==> src/rtl/hbd_pkg.sv <==
package hbd_pkg;

  localparam int NWIN   = 6;
  localparam int IDX_W  = 10;
  localparam int LO_W   = 15;
  localparam int HI_W   = 7;
  localparam int RM_W   = 11;
  localparam int SHIFT  = 21;
  localparam int WIN_AW = LO_W + SHIFT;

  typedef logic [IDX_W-1:0] widx_t;

  localparam logic [31:0] CMD_MASK  = 32'h0401_FC0F;
  localparam logic [31:0] CFGA_MASK = 32'h80FF_FFFC;

  localparam widx_t IDX_CPU   = widx_t'(12'h000 >> 2);
  localparam widx_t IDX_CMD0  = widx_t'(12'hC00 >> 2);
  localparam widx_t IDX_CMD1  = widx_t'(12'hC80 >> 2);
  localparam widx_t IDX_CFGA  = widx_t'(12'hCF8 >> 2);
  localparam widx_t IDX_CFGD  = widx_t'(12'hCFC >> 2);
  localparam widx_t IDX_IACK  = widx_t'(12'hC34 >> 2);

  function automatic widx_t lo_idx(input int w);
    case (w)
      0: lo_idx = widx_t'(12'h048 >> 2);
      1: lo_idx = widx_t'(12'h058 >> 2);
      2: lo_idx = widx_t'(12'h080 >> 2);
      3: lo_idx = widx_t'(12'h090 >> 2);
      4: lo_idx = widx_t'(12'h0A0 >> 2);
      default: lo_idx = widx_t'(12'h0B0 >> 2);
    endcase
  endfunction

  function automatic widx_t hi_idx(input int w);
    hi_idx = lo_idx(w) + widx_t'(2);
  endfunction

  function automatic widx_t rm_idx(input int w);
    rm_idx = widx_t'((12'h0F0 >> 2) + 2 * w);
  endfunction

  function automatic logic [LO_W-1:0] lo_rst(input int w);
    case (w)
      0: lo_rst = LO_W'(12'h080);
      1: lo_rst = LO_W'(12'h090);
      2: lo_rst = LO_W'(12'h790);
      3: lo_rst = LO_W'(12'h100);
      4: lo_rst = LO_W'(12'h110);
      default: lo_rst = LO_W'(12'h120);
    endcase
  endfunction

  function automatic logic [HI_W-1:0] hi_rst(input int w);
    case (w)
      0, 3: hi_rst = HI_W'(8'h0F);
      5:    hi_rst = HI_W'(8'h2F);
      default: hi_rst = HI_W'(8'h1F);
    endcase
  endfunction

endpackage

==> src/rtl/hbd_window_bank.sv <==
module hbd_window_bank
  import hbd_pkg::*;
(
  input  logic                       clk,
  input  logic                       rst_n,
  input  logic                       wr_en,
  input  widx_t                      wr_idx,
  input  logic [31:0]                wr_data,
  output logic [NWIN-1:0][LO_W-1:0]  lo_q,
  output logic [NWIN-1:0][HI_W-1:0]  hi_q,
  output logic [NWIN-1:0][RM_W-1:0]  rm_q,
  output logic                       win_hit
);

  logic [NWIN-1:0] hit;

  for (genvar w = 0; w < NWIN; w++) begin : g_win
    logic [LO_W-1:0] lo_r, lo_d;
    logic [HI_W-1:0] hi_r, hi_d;
    logic [RM_W-1:0] rm_r, rm_d;
    logic            lo_en, hi_en, rm_en;

    always_comb begin
      lo_d  = wr_data[LO_W-1:0];
      hi_d  = wr_data[HI_W-1:0];
      rm_d  = wr_data[RM_W-1:0];
      lo_en = wr_en && (wr_idx == lo_idx(w));
      hi_en = wr_en && (wr_idx == hi_idx(w));
      // a low-decode write also rewrites the paired remap field
      rm_en = lo_en || (wr_en && (wr_idx == rm_idx(w)));
    end

    always_ff @(posedge clk or negedge rst_n) begin
      if (!rst_n) begin
        lo_r <= lo_rst(w);
        hi_r <= hi_rst(w);
        rm_r <= RM_W'(lo_rst(w));
      end else begin
        if (lo_en) lo_r <= lo_d;
        if (hi_en) hi_r <= hi_d;
        if (rm_en) rm_r <= rm_d;
      end
    end

    assign lo_q[w] = lo_r;
    assign hi_q[w] = hi_r;
    assign rm_q[w] = rm_r;
    assign hit[w]  = lo_en | hi_en | rm_en;
  end

  assign win_hit = |hit;

endmodule

==> src/rtl/hbd_ctrl_regs.sv <==
module hbd_ctrl_regs
  import hbd_pkg::*;
#(
  parameter bit LITTLE_END = 1'b1
) (
  input  logic        clk,
  input  logic        rst_n,
  input  logic        wr_en,
  input  widx_t       wr_idx,
  input  logic [31:0] wr_data,
  output logic [31:0] cpu_q,
  output logic [31:0] cmd0_q,
  output logic [31:0] cmd1_q,
  output logic [31:0] cfga_q,
  output logic        cpu_hit
);

  localparam logic [31:0] CPU_RST = LITTLE_END ? 32'h0000_0800 : 32'h0;
  localparam logic [31:0] CMD_RST = LITTLE_END ? 32'h0001_0001 : 32'h0;

  logic        cmd0_en, cmd1_en, cfga_en;
  logic [31:0] cmd_d, cfga_d;

  always_comb begin
    cpu_hit = wr_en && (wr_idx == IDX_CPU);
    cmd0_en = wr_en && (wr_idx == IDX_CMD0);
    cmd1_en = wr_en && (wr_idx == IDX_CMD1);
    cfga_en = wr_en && (wr_idx == IDX_CFGA);
    cmd_d   = wr_data & CMD_MASK;
    cfga_d  = wr_data & CFGA_MASK;
  end

  always_ff @(posedge clk or negedge rst_n) begin
    if (!rst_n) begin
      cpu_q  <= CPU_RST;
      cmd0_q <= CMD_RST;
      cmd1_q <= CMD_RST;
      cfga_q <= 32'h0;
    end else begin
      if (cpu_hit) cpu_q  <= wr_data;
      if (cmd0_en) cmd0_q <= cmd_d;
      if (cmd1_en) cmd1_q <= cmd_d;
      if (cfga_en) cfga_q <= cfga_d;
    end
  end

endmodule

==> src/rtl/hbd_io_map.sv <==
module hbd_io_map
  import hbd_pkg::*;
(
  input  logic              clk,
  input  logic              rst_n,
  input  logic [LO_W-1:0]   lo,
  input  logic [HI_W-1:0]   hi,
  input  logic              upd_req,
  output logic [WIN_AW-1:0] io_base,
  output logic [WIN_AW-1:0] io_len,
  output logic              map_upd
);

  logic [LO_W-1:0] span;

  always_comb begin
    span    = LO_W'(hi) + LO_W'(1) - LO_W'(lo & LO_W'(7'h7F));
    io_base = {lo, {SHIFT{1'b0}}};
    io_len  = {span, {SHIFT{1'b0}}};
  end

  always_ff @(posedge clk or negedge rst_n) begin
    if (!rst_n) map_upd <= 1'b0;
    else        map_upd <= upd_req;
  end

endmodule

==> src/rtl/hbd_read_port.sv <==
module hbd_read_port
  import hbd_pkg::*;
(
  input  logic                       clk,
  input  logic                       rst_n,
  input  logic                       rd_en,
  input  widx_t                      rd_idx,
  input  logic [NWIN-1:0][LO_W-1:0]  lo_q,
  input  logic [NWIN-1:0][HI_W-1:0]  hi_q,
  input  logic [NWIN-1:0][RM_W-1:0]  rm_q,
  input  logic [31:0]                cpu_q,
  input  logic [31:0]                cmd0_q,
  input  logic [31:0]                cmd1_q,
  input  logic [31:0]                cfga_q,
  input  logic [31:0]                cfgd_rdata,
  input  logic [31:0]                irq_vec,
  output logic [31:0]                rd_data,
  output logic                       rd_valid
);

  logic [31:0] sel;

  always_comb begin
    sel = 32'h0;
    for (int w = 0; w < NWIN; w++) begin
      if (rd_idx == lo_idx(w)) sel = 32'(lo_q[w]);
      if (rd_idx == hi_idx(w)) sel = 32'(hi_q[w]);
      if (rd_idx == rm_idx(w)) sel = 32'(rm_q[w]);
    end
    case (rd_idx)
      IDX_CPU:  sel = cpu_q;
      IDX_CMD0: sel = cmd0_q;
      IDX_CMD1: sel = cmd1_q;
      IDX_CFGA: sel = cfga_q;
      IDX_CFGD: sel = cfgd_rdata;
      IDX_IACK: sel = irq_vec;
      default:  ;
    endcase
  end

  always_ff @(posedge clk or negedge rst_n) begin
    if (!rst_n) begin
      rd_data  <= 32'h0;
      rd_valid <= 1'b0;
    end else begin
      rd_valid <= rd_en;
      if (rd_en) rd_data <= sel;
    end
  end

endmodule

==> src/rtl/hb_decode_regs.sv <==
module hb_decode_regs
  import hbd_pkg::*;
#(
  parameter int ADDR_W     = 32,
  parameter bit LITTLE_END = 1'b1
) (
  input  logic              clk,
  input  logic              rst_n,
  input  logic              acc_wr,
  input  logic              acc_rd,
  input  logic [ADDR_W-1:0] acc_addr,
  input  logic [31:0]       acc_wdata,
  output logic [31:0]       rd_data,
  output logic              rd_valid,
  output logic              cfgd_wr,
  output logic              cfgd_rd,
  output logic [31:0]       cfgd_wdata,
  input  logic [31:0]       cfgd_rdata,
  output logic [31:0]       cfg_addr,
  input  logic [31:0]       irq_vec,
  output logic [WIN_AW-1:0] io_base,
  output logic [WIN_AW-1:0] io_len,
  output logic              map_upd
);

  widx_t                      idx;
  logic [NWIN-1:0][LO_W-1:0]  lo_q;
  logic [NWIN-1:0][HI_W-1:0]  hi_q;
  logic [NWIN-1:0][RM_W-1:0]  rm_q;
  logic                       win_hit, cpu_hit;
  logic [31:0]                cpu_q, cmd0_q, cmd1_q;

  assign idx        = acc_addr[IDX_W+1:2];
  assign cfgd_wr    = acc_wr && (idx == IDX_CFGD);
  assign cfgd_rd    = acc_rd && (idx == IDX_CFGD);
  assign cfgd_wdata = acc_wdata;

  hbd_window_bank u_win (
    .clk(clk), .rst_n(rst_n), .wr_en(acc_wr), .wr_idx(idx), .wr_data(acc_wdata),
    .lo_q(lo_q), .hi_q(hi_q), .rm_q(rm_q), .win_hit(win_hit)
  );

  hbd_ctrl_regs #(.LITTLE_END(LITTLE_END)) u_ctrl (
    .clk(clk), .rst_n(rst_n), .wr_en(acc_wr), .wr_idx(idx), .wr_data(acc_wdata),
    .cpu_q(cpu_q), .cmd0_q(cmd0_q), .cmd1_q(cmd1_q), .cfga_q(cfg_addr),
    .cpu_hit(cpu_hit)
  );

  hbd_io_map u_map (
    .clk(clk), .rst_n(rst_n), .lo(lo_q[0]), .hi(hi_q[0]),
    .upd_req(win_hit | cpu_hit),
    .io_base(io_base), .io_len(io_len), .map_upd(map_upd)
  );

  hbd_read_port u_rd (
    .clk(clk), .rst_n(rst_n), .rd_en(acc_rd), .rd_idx(idx),
    .lo_q(lo_q), .hi_q(hi_q), .rm_q(rm_q),
    .cpu_q(cpu_q), .cmd0_q(cmd0_q), .cmd1_q(cmd1_q), .cfga_q(cfg_addr),
    .cfgd_rdata(cfgd_rdata), .irq_vec(irq_vec),
    .rd_data(rd_data), .rd_valid(rd_valid)
  );

endmodule

==> config.mk <==
export PLATFORM = sky130hd
export DESIGN_NAME = hb_decode_regs
export DESIGN_NICKNAME = d
export VERILOG_FILES = /design/src/rtl/hbd_pkg.sv /design/src/rtl/hbd_window_bank.sv /design/src/rtl/hbd_ctrl_regs.sv /design/src/rtl/hbd_io_map.sv /design/src/rtl/hbd_read_port.sv /design/src/rtl/hb_decode_regs.sv
export SDC_FILE = /design/constraint.sdc
export NUM_CORES = 1
export LEC_CHECK = 0
export ABC_AREA = 1
export BUFFER_PORTS_ARGS = -buffer_cell sky130_fd_sc_hd__buf_2
export CORE_MARGIN = 2
export CORE_UTILIZATION = 50
export CTS_CLUSTER_SIZE = 14
export DETAILED_ROUTE_END_ITERATION = 8
export PLACE_DENSITY_LB_ADDON = 0.08
export SYNTH_ARGS = -nofsm -noshare
export SYNTH_HDL_FRONTEND = slang
export SYNTH_SLANG_ARGS = --single-unit
==> constraint.sdc <==
create_clock -name clk -period 2.14 [get_ports clk]
set_input_delay 0.107 -clock clk [delete_from_list [all_inputs] [get_ports clk]]
set_output_delay 0.107 -clock clk [all_outputs]
set_load 0.005 [all_outputs]
==> flow_summary.ini, run 1 <==
[run_status]
violations = setup timing
outcome = finished, violations left

[synthesis]
synth_area_um2 = 15200
avgSynthCellArea_um2 = 8.43
synth_area_leaders = dfrtp_1 41%, nand2_1 12%, dfstp_2 10%, o21ai_0 9.3%, buf_4 5.0%
async_flop_share_pct = 100
synth-edff-count = 0
yosys_warnings = 0
yosysTopAreaCell = dfrtp_1
synth.most_common_cell = nand2_1
yosysSeqAreaShare_pct = 51.6
synth-main-ff-cell = dfrtp_1
synth_seq_cells = 311
synth_top_area_share_pct = 41.4
synth_cell_types = 55
ys_top_cells_by_count = 483 x nand2_1, 283 x o21ai_0, 252 x dfrtp_1
syn_inst = 1805

[cells_and_area]
areaGrowthSynthToFinish_pct = 22.5
fin_nets = 2231
drive_gt1_share_pct = 26.7
final_core_util_pct = 62.6
stdcell_count = 2508

[route]
drt_iter0_drc = 1074
ant_nets = 0
viasPerCell = 5.32
drc_errors = 0
wire_per_inst_um = 17.8
vias = 13344
firstDrtPassIters = 5
routed_wl_um = 44700

[global_routing]
overflow = 0
grt_pass1_wl_um = 70100
track_usage_pct = 28.3
grt_pass1_vias = 12561
grt_start_max_net_pins = 86
antenna_found_initial = 2

[die]
dieHeight_um = 178
core_area_um2 = 29800
row_count = 63
die-area_um2 = 31800
die_w_um = 178
ioPinCount = 304
start_util_pct = 51.1

[sta]
maxSlewHeadroom_pct = 36.6
setup_violations = 13
tightest_slew_ns = 0.948
skew_ns = 0.0257
clock.fmax_ghz = 0.366
grt_setup_unrepaired = yes
hold_viol = 0
finalCritPeriodShare_pct = 128
setup_ws_ns = -0.589
fin_crit_ns = 2.73
maxSlewViolCount = 0

[place]
port_buffers = 230
pre_cts_ws_ns = -0.246
gp_congestion = 0.862
hpwl_um = 31700
dp.cells = 2410

[clock_network]
clkSlewWorstSetupHoldPaths_ns = 0.06
insertion_delay_ns = 0.51
cts_inserted_buffers = 35
cts_tree = yes
root_buffer = clkbuf_16
htreeDepth = 2
clock_path_buffers = 3
clkSinkCount = 311

[worst_setup_path]
worst_setup_path_end_kind = primary output
arrival_ns = 2.62
cp_max_fo = 4
critPathKind = reg2out
start_kind = flop
critPathRequiredTime_ns = 2.03

[hold_path]
hp-class = in2reg

[pwr]
p_leak_uw = 0.00903
ir_worst_vdd_mv = 0.561
power_density_nw_per_um2 = 686

[run]
maxCapViolations = 0
-- per-layer routing --
metal  GRT usage [%]  share of wire [%]  vias to the layer above
met5               0              0.029                        -
met4            6.40                1.8                        2
met3            3.94                6.3                       58
met2            43.7                 46                      465
met1            42.5                 46                     6452
li1                -                  -                     6367
-- stage by stage --
stage               power (uW)  setup TNS (ns)  hold slack (ns)  area, um^2
finish                   12800           -6.75           0.0204       18600
global route             13200           -8.10           0.0742       18600
CTS                      12800           -7.23          0.00883       18500
detailed placement        7040           -3.74           0.0239       17000
global placement          7020           -1.88           0.0247       17000
floorplan                 6620         -0.0481           -0.189       15400
-- path summary, 6_finish.rpt --
kind,from,endpoint,slack [ns],depth (start not counted)
worst max-delay path,u_win.g_win[0].hi_r[0],io_len[29],-0.59,10
worst min-delay path,irq_vec[24],u_rd.rd_data[24],0.02,5
worst max register to register,u_win.g_win[0].hi_r[4],u_rd.rd_data[4],0.13,12
worst min register to register,u_win.g_win[2].rm_r[4],u_win.g_win[2].rm_r[4],0.48,2
max in group asynchronous,rst_n,u_ctrl.cpu_q[11],1.22,3
min in group asynchronous,rst_n,u_win.g_win[5].lo_r[6],0.10,2
-- cell type report --
cell class              instances  area (um^2)
inverters                     151          572
repair buffers                397         2620
diodes                          3         7.51
clock inverters                 9         82.6
multi-input cells            1194         6000
flip-flops and latches        311         7860
well taps                     390          488
clock buffers                  53         1010
fillers                      2602        11200
-- cells in the final DEF, fill, tap and decap left out, types with 6 or more instances in the layout --
cell type      instances
buf_4                126
clkbuf_16             35
conb_1                51
dfstp_2               59
inv_2                 15
mux2_2                 6
a21oi_1               38
o21ai_0              281
o2111ai_1              8
ha_4                   6
clkbuf_1              11
a221oi_1              23
nand3_1               33
inv_1                134
o22ai_1               19
clkbuf_8               7
o21ai_1               25
xor2_1                 6
nor2_2                 6
nand4_1               47
nand2_2                8
nor3_1                 9
dfrtp_1              252
nand2_1              477
buf_2                229
nor2_1                79
buf_12                10
dlygate4sd3_1         28
-- what timing repair did --
item,in CTS,in global routing
pin swaps,15,17
gates resized for setup,18,21
setup endpoints to repair,13,15
hold buffers,28,0
endpoints found under the hold margin,304,0
setup buffers,6,3
-- critical path, stage by stage, from the launching register on --
cell,delay [ns]
dfstp_2,0.61
ha_4,0.16
nand2_2,0.05
inv_2,0.07
buf_4,0.10
nand4_1,0.09
xor2_1,0.17
ha_1,0.33
buf_4,0.18
a211oi_2,0.22
buf_2,0.14
-- power by group --
group	internal [uW]	switching (uW)	total [uW]
Combinational	365	567	932
Clock	3400	2370	5770
Sequential	6020	68.7	6080
-- sequential cells by signal, indices dropped and copies added, names as in the netlist --
name,count
u_win.g_win.lo_r,90
u_win.g_win.rm_r,66
u_win.g_win.hi_r,42
u_ctrl.cpu_q,32
u_rd.rd_data,32
u_ctrl.cfga_q,23
u_ctrl.cmd0_q,12
u_ctrl.cmd1_q,12
u_map.map_upd,1
u_rd.rd_valid,1
-- kinds of logic after synthesis --
| family | count (synthesis) | synth area share (%) |
|---|---|---|
| flops | 311 | 51.6 |
| buf+inv | 350 | 11.4 |
| other cells | 1 | 0.0246 |
| fa+ha+maj | 9 | 0.789 |
| xor+xnor | 9 | 0.518 |
| mux | 6 | 0.444 |
| compound gates | 427 | 15.6 |
| simple gates | 692 | 19.5 |
(Power assumes the default switching activity.)
==> run 2, diff against run 1 <==
==> constraint.sdc (replaced) <==
create_clock -name clk -period 2.14 [get_ports clk]
set_input_delay 0.107 -clock clk [delete_from_list [all_inputs] [get_ports clk]]
set_output_delay 0.107 -clock clk [all_outputs]
set_load 0.02 [all_outputs]
==> run 2 against run 1 <==
  * Largest power group unchanged
  * Power increased by 4.3%
  * Sequential power about the same
  * Critical endpoint is now io_len[33]
  * Die area is the same
  * Global-route usage up 0.38 points
  * Setup slack worse by 0.15 ns
  * Critical path depth did not move
  * Largest cell class unchanged
  * The run still ends with setup timing left
  * Highest routed layer unchanged
  * Clock-buffer cell count increased by 7
==> flow_summary.ini, run 2 (synthesis results as in run 1) <==
[clock_network]
root_buffer = clkbuf_16
cts_tree = yes
clkSlewWorstSetupHoldPaths_ns = 0.06
htreeDepth = 2
clock_path_buffers = 3
clkSinkCount = 311
cts_inserted_buffers = 36
insertion_delay_ns = 0.51

[route]
drt_iter0_drc = 964
drc_errors = 0
wire_per_inst_um = 18.1
ant_nets = 0
viasPerCell = 5.34
routed_wl_um = 45800
firstDrtPassIters = 5
vias = 13493

[global_routing]
overflow = 0
grt_pass1_wl_um = 71000
track_usage_pct = 28.7
grt_start_max_net_pins = 73
antenna_found_initial = 4
grt_pass1_vias = 12832

[place]
gp_congestion = 0.856
hpwl_um = 32000
pre_cts_ws_ns = -0.253
port_buffers = 230

[sta]
hold_viol = 0
setup_violations = 13
grt_setup_unrepaired = yes
clock.fmax_ghz = 0.347
skew_ns = 0.0119
finalCritPeriodShare_pct = 135
maxSlewHeadroom_pct = 36.4
tightest_slew_ns = 0.951
setup_ws_ns = -0.743
maxSlewViolCount = 0
fin_crit_ns = 2.88

[worst_setup_path]
regToRegSetupSlack_ns = 0.11
cp_max_fo = 4
worst_setup_path_end_kind = primary output
critPathKind = reg2out
start_kind = flop
rr_startpoint = u_win.g_win[0].hi_r[1]
cp-startpoint = u_win.g_win[0].hi_r[0]
critPathRequiredTime_ns = 2.03
arrival_ns = 2.78

[die]
dieHeight_um = 178
core_area_um2 = 29800
die_w_um = 178
die-area_um2 = 31800
start_util_pct = 51.1
row_count = 63
ioPinCount = 304

[pwr]
power_density_nw_per_um2 = 700
ir_worst_vdd_mv = 0.654
p_leak_uw = 0.00923
p_total_uw = 13300

[cells_and_area]
largestRegisters = u_win.g_win.lo_r: 90 flops, u_win.g_win.rm_r: 66 flops, u_win.g_win.hi_r: 42 flops
regMostFlops = u_win.g_win.lo_r
layout_commonest_cell = nand2_1
fin_nets = 2249
mostFrequentLayoutCells = 477 x nand2_1, 281 x o21ai_0, 252 x dfrtp_1, 215 x buf_2, 146 x buf_4
drive_gt1_share_pct = 28.0
final_core_util_pct = 63.9
largest_reg_flops = 90
areaGrowthSynthToFinish_pct = 25.2

[hold_path]
hp-class = in2reg
hold_start = cfgd_rdata[25]

[run]
maxCapViolations = 0

[run_status]
outcome = finished, violations left
violations = setup timing
[run 2: cell count changes in the layout (fill, tap and decap cells not counted), sizes merged]
| cell | previous run | this run |
|---|---|---|
| clkinvlp | 2 | 0 |
| clkinv | 4 | 2 |
| buf | 369 | 386 |
| inv | 153 | 152 |
| diode | 3 | 5 |
| clkbuf | 53 | 60 |
[run 2: layout make-up]
class	count	area [um^2]
Clock inverter	4	48.8
Antenna cell	5	12.5
Inverter	151	574
Fill cell	2569	10700
Timing Repair Buffer	414	2830
Clock buffer	60	1120
Tap cell	390	488
Multi-Input combinational cell	1194	6120
Sequential cell	311	7860
[run 2: report_power, final]
part | switching [uW] | internal, uW | total [uW]
Clock | 2390 | 3690 | 6080
Sequential | 68.9 | 6020 | 6080
Combinational | 762 | 417 | 1180
Total | 3220 | 10100 | 13300
[run 2: per-layer routing]
| metal | routed length [um] | global-route usage (%) | up-vias |
|---|---|---|---|
| met5 | 18 | 0 | - |
| li1 | - | - | 6407 |
| met4 | 716 | 6.61 | 2 |
| met1 | 20800 | 43.0 | 6579 |
| met2 | 21500 | 44.3 | 444 |
| met3 | 2860 | 4.16 | 61 |
[run 2: metrics by stage]
stage | instances | hold WS, ns | setup TNS (ns) | instance area [um^2]
3_3_place_gp | 2427 | 0.0531 | -2.85 | 17200
3_5_place_dp | 2427 | 0.0525 | -4.45 | 17200
4_1_cts | 2523 | 0.0129 | -7.82 | 18800
5_1_grt | 2525 | 0.0555 | -9.30 | 19000
2_1_floorplan | 1855 | -0.189 | -1.09 | 15500
6_report | 2529 | 0.0343 | -8.09 | 19000
[run 2: worst max-delay path, stage by stage (launching register included)]
cell      delay [ns]
dfstp_2         0.57
buf_6           0.13
nand3_4         0.09
xor2_2          0.15
inv_1           0.09
ha_4            0.23
buf_6           0.12
a211oi_4        0.31
o21ai_4         0.13
a211oi_4        0.29
buf_6           0.16
[run 2: repair_timing]
action,4_1_cts,5_1_grt
endpoints found under the hold margin,312,0
setup endpoints to repair,14,17
setup buffers,6,3
pin swaps,11,24
hold buffers,28,0
gates resized for setup,34,47
[run 2: final timing paths]
check | to | cells after the start
max in group asynchronous | u_win.g_win[4].hi_r[2] | 3
hold reg to reg | u_rd.rd_data[10] | 2
min in group asynchronous | u_win.g_win[2].hi_r[5] | 2
hold / removal | u_rd.rd_data[25] | 5
setup / recovery | io_len[33] | 10
setup reg to reg | u_rd.rd_data[1] | 14
==> run 3, diff against run 2 <==
--- a/config.mk
+++ b/config.mk
@@ -11,7 +11,7 @@
 export CORE_UTILIZATION = 50
 export CTS_CLUSTER_SIZE = 14
 export DETAILED_ROUTE_END_ITERATION = 8
-export PLACE_DENSITY_LB_ADDON = 0.08
+export PLACE_DENSITY = 0.76
 export SYNTH_ARGS = -nofsm -noshare
 export SYNTH_HDL_FRONTEND = slang
 export SYNTH_SLANG_ARGS = --single-unit
==> run 3 against run 2 <==
  * The run still ends with setup timing left
  * First-iteration DRC count rose by 48%
  * Die area did not move
  * Sequential power barely moved
  * Power rose by 0.65%
  * Register-to-register slack improved by 0.02 ns
  * Clock power rose by 2%
  * Core utilization fell by 1.2 points
  * Critical path depth rose by 2
  * Combinational power barely moved
  * Critical path type unchanged
==> flow_summary.ini, run 3 (synthesis results as in run 1) <==
[run_status]
outcome = finished, violations left
violations = setup timing

[clock_network]
clkSinkCount = 311
cts_inserted_buffers = 35
clkSlewWorstSetupHoldPaths_ns = 0.07
insertion_delay_ns = 0.53
htreeDepth = 2
root_buffer = clkbuf_16
clock_path_buffers = 3
cts_tree = yes

[pwr]
power_density_nw_per_um2 = 718
ir_worst_vdd_mv = 0.568
p_comb_share_pct = 8.6
p_switching_uw = 3260
seqPwrFrac_pct = 45.3
p_leak_uw = 0.00899
sw_frac_of_total_pct = 24.3
p_int_uw = 10200
pwr-share-clk_pct = 46.1
p_total_uw = 13400

[worst_setup_path]
rr_startpoint = u_win.g_win[0].hi_r[1]
regToRegSetupSlack_ns = 0.13
worst_setup_path_end_kind = primary output
start_kind = flop
reg2reg_depth = 13
critPathRequiredTime_ns = 2.03
slowest_delay_ns = 0.57
r2r_end = u_rd.rd_data[1]
worstPathCellList = buf_6 -> nand3_4 -> nand3b_1 -> nor2_1 -> inv_1 -> nand2_1 -> inv_2 -> ha_4 -> a21oi_4 -> o21ai_4 -> a211oi_4 -> buf_6
crit_path_top_delay_cell = dfstp_2
critPathKind = reg2out
cp_max_fo = 4
crit_top_cell = buf_6
arrival_ns = 2.96

[sta]
holdWs_ns = 0.0150
hold_viol = 0
fin_crit_ns = 3.06
clock.fmax_ghz = 0.326
tightest_slew_ns = 1.18
maxSlewHeadroom_pct = 20.8
grt_setup_unrepaired = yes
setup_violations = 13
skew_ns = 0.0189
setup_ws_ns = -0.923
finalCritPeriodShare_pct = 143
maxSlewViolCount = 0

[cells_and_area]
mostFrequentLayoutCells = 476 x nand2_1, 281 x o21ai_0, 252 x dfrtp_1, 217 x buf_2, 133 x inv_1
final_core_util_pct = 62.7
areaGrowthSynthToFinish_pct = 22.8
largest_reg_flops = 90
stdcell_count = 2487
regMostFlops = u_win.g_win.lo_r
fin_area_um2 = 18700
drive_gt1_share_pct = 26.3
largestRegisters = u_win.g_win.lo_r: 90 flops, u_win.g_win.rm_r: 66 flops, u_win.g_win.hi_r: 42 flops
layout_commonest_cell = nand2_1
n_fill_cell = 2421
fin_nets = 2208

[hold_path]
min_to = u_ctrl.cmd1_q[13]
hold_depth = 3
hp-class = in2reg
hold_start = acc_wdata[13]

[route]
drc_errors = 0
drt_iter0_drc = 1423
firstDrtPassIters = 8
viasPerCell = 5.62
routed_wl_um = 45500
vias = 13965
wire_per_inst_um = 18.3
ant_nets = 0

[place]
gp_congestion = 0.963
port_buffers = 230
dp.cells = 2388
hpwl_um = 30600
place_area_um2 = 16900

[global_routing]
grt_start_max_net_pins = 64
grt_pass1_wl_um = 70100
grt_pass1_vias = 13247
overflow = 0
track_usage_pct = 28.0
antenna_found_initial = 4

[die]
die_w_um = 178
core_area_um2 = 29800
die-area_um2 = 31800
ioPinCount = 304
dieHeight_um = 178
row_count = 63
start_util_pct = 51.1

[run]
maxCapViolations = 0
[run 3: changes by cell type in the layout (fill, tap and decap cells not counted), moves of 2 or more]
cell | previous run | this run
a211oi_1 | 3 | 5
a211oi_2 | 2 | 0
buf_12 | 10 | 8
buf_2 | 215 | 217
buf_4 | 146 | 106
bufinv_16 | 1 | 3
clkbuf_1 | 12 | 10
clkbuf_8 | 11 | 8
diode_2 | 5 | 3
nand2_2 | 5 | 7
nor2_1 | 71 | 76
nor2_2 | 8 | 5
nor2_4 | 11 | 9
[run 3: per-layer routing]
metal	global-route usage (%)	part of all wire (%)
met5	0	0.037
met4	12.1	4.0
met3	4.48	8.1
met2	44.0	47
met1	38.5	41
[run 3: cell type report]
class / instances / area, um^2 / share of cell area [%]
Multi-Input combinational cell: 1194 / 6070 / 32.5
Timing Repair Buffer: 374 / 2500 / 13.4
Sequential cell: 311 / 7860 / 42.0
Tap cell: 390 / 488 / 2.61
Clock buffer: 54 / 1050 / 5.61
Clock inverter: 10 / 146 / 0.783
Antenna cell: 3 / 7.51 / 0.0402
Inverter: 151 / 572 / 3.06
[run 3: power by group through the flow]
stage	logic [uW]	clock network (uW)	registers, uW
finish	1160	6180	6090
global placement	1010	0	6180
detailed placement	1030	0	6180
CTS	1120	6230	6080
floorplan	624	0	6190
global route	1260	6480	6100
[run 3: through the flow]
step                      setup WS (ns)  TNS [ns]
after global placement           -0.265     -3.56
after global routing              -1.03    -10.87
after detailed placement         -0.369     -5.95
after floorplan                  -0.230     -1.09
final                            -0.923     -9.63
after CTS                        -0.708     -7.60
[run 3: worst max-delay path: cells and delay by family (launching register included)]
kind / cells / cell delay, ns
AOI/OAI and AO/OA: 3 / 0.59
and+or+nand+nor: 4 / 0.58
buffers and inverters: 4 / 0.44
adders and majority gates: 1 / 0.24
DFF: 1 / 0.57
[run 3: timing repair]
item                                    4_1_cts  5_1_grt
endpoints found under the hold margin       131        0
pin swaps                                    11       14
buffers inserted                              3        6
resized for setup                            38       29
endpoints found under the setup margin       14       16
hold buffers                                 27        0
[run 3: worst max path at each step]
stage | depth (start not counted) | startpoint | end | slack [ns]
after floorplan | 9 | u_win.g_win[0].hi_r[0] | io_len[31] | -0.23
after detailed placement | 13 | u_win.g_win[0].hi_r[0] | io_len[28] | -0.37
final | 12 | u_win.g_win[0].hi_r[0] | io_len[33] | -0.92
after global routing | 12 | u_win.g_win[0].hi_r[0] | io_len[33] | -1.03
after CTS | 10 | u_win.g_win[0].hi_r[1] | io_len[33] | -0.71
after global placement | 13 | u_win.g_win[0].hi_r[0] | io_len[28] | -0.27
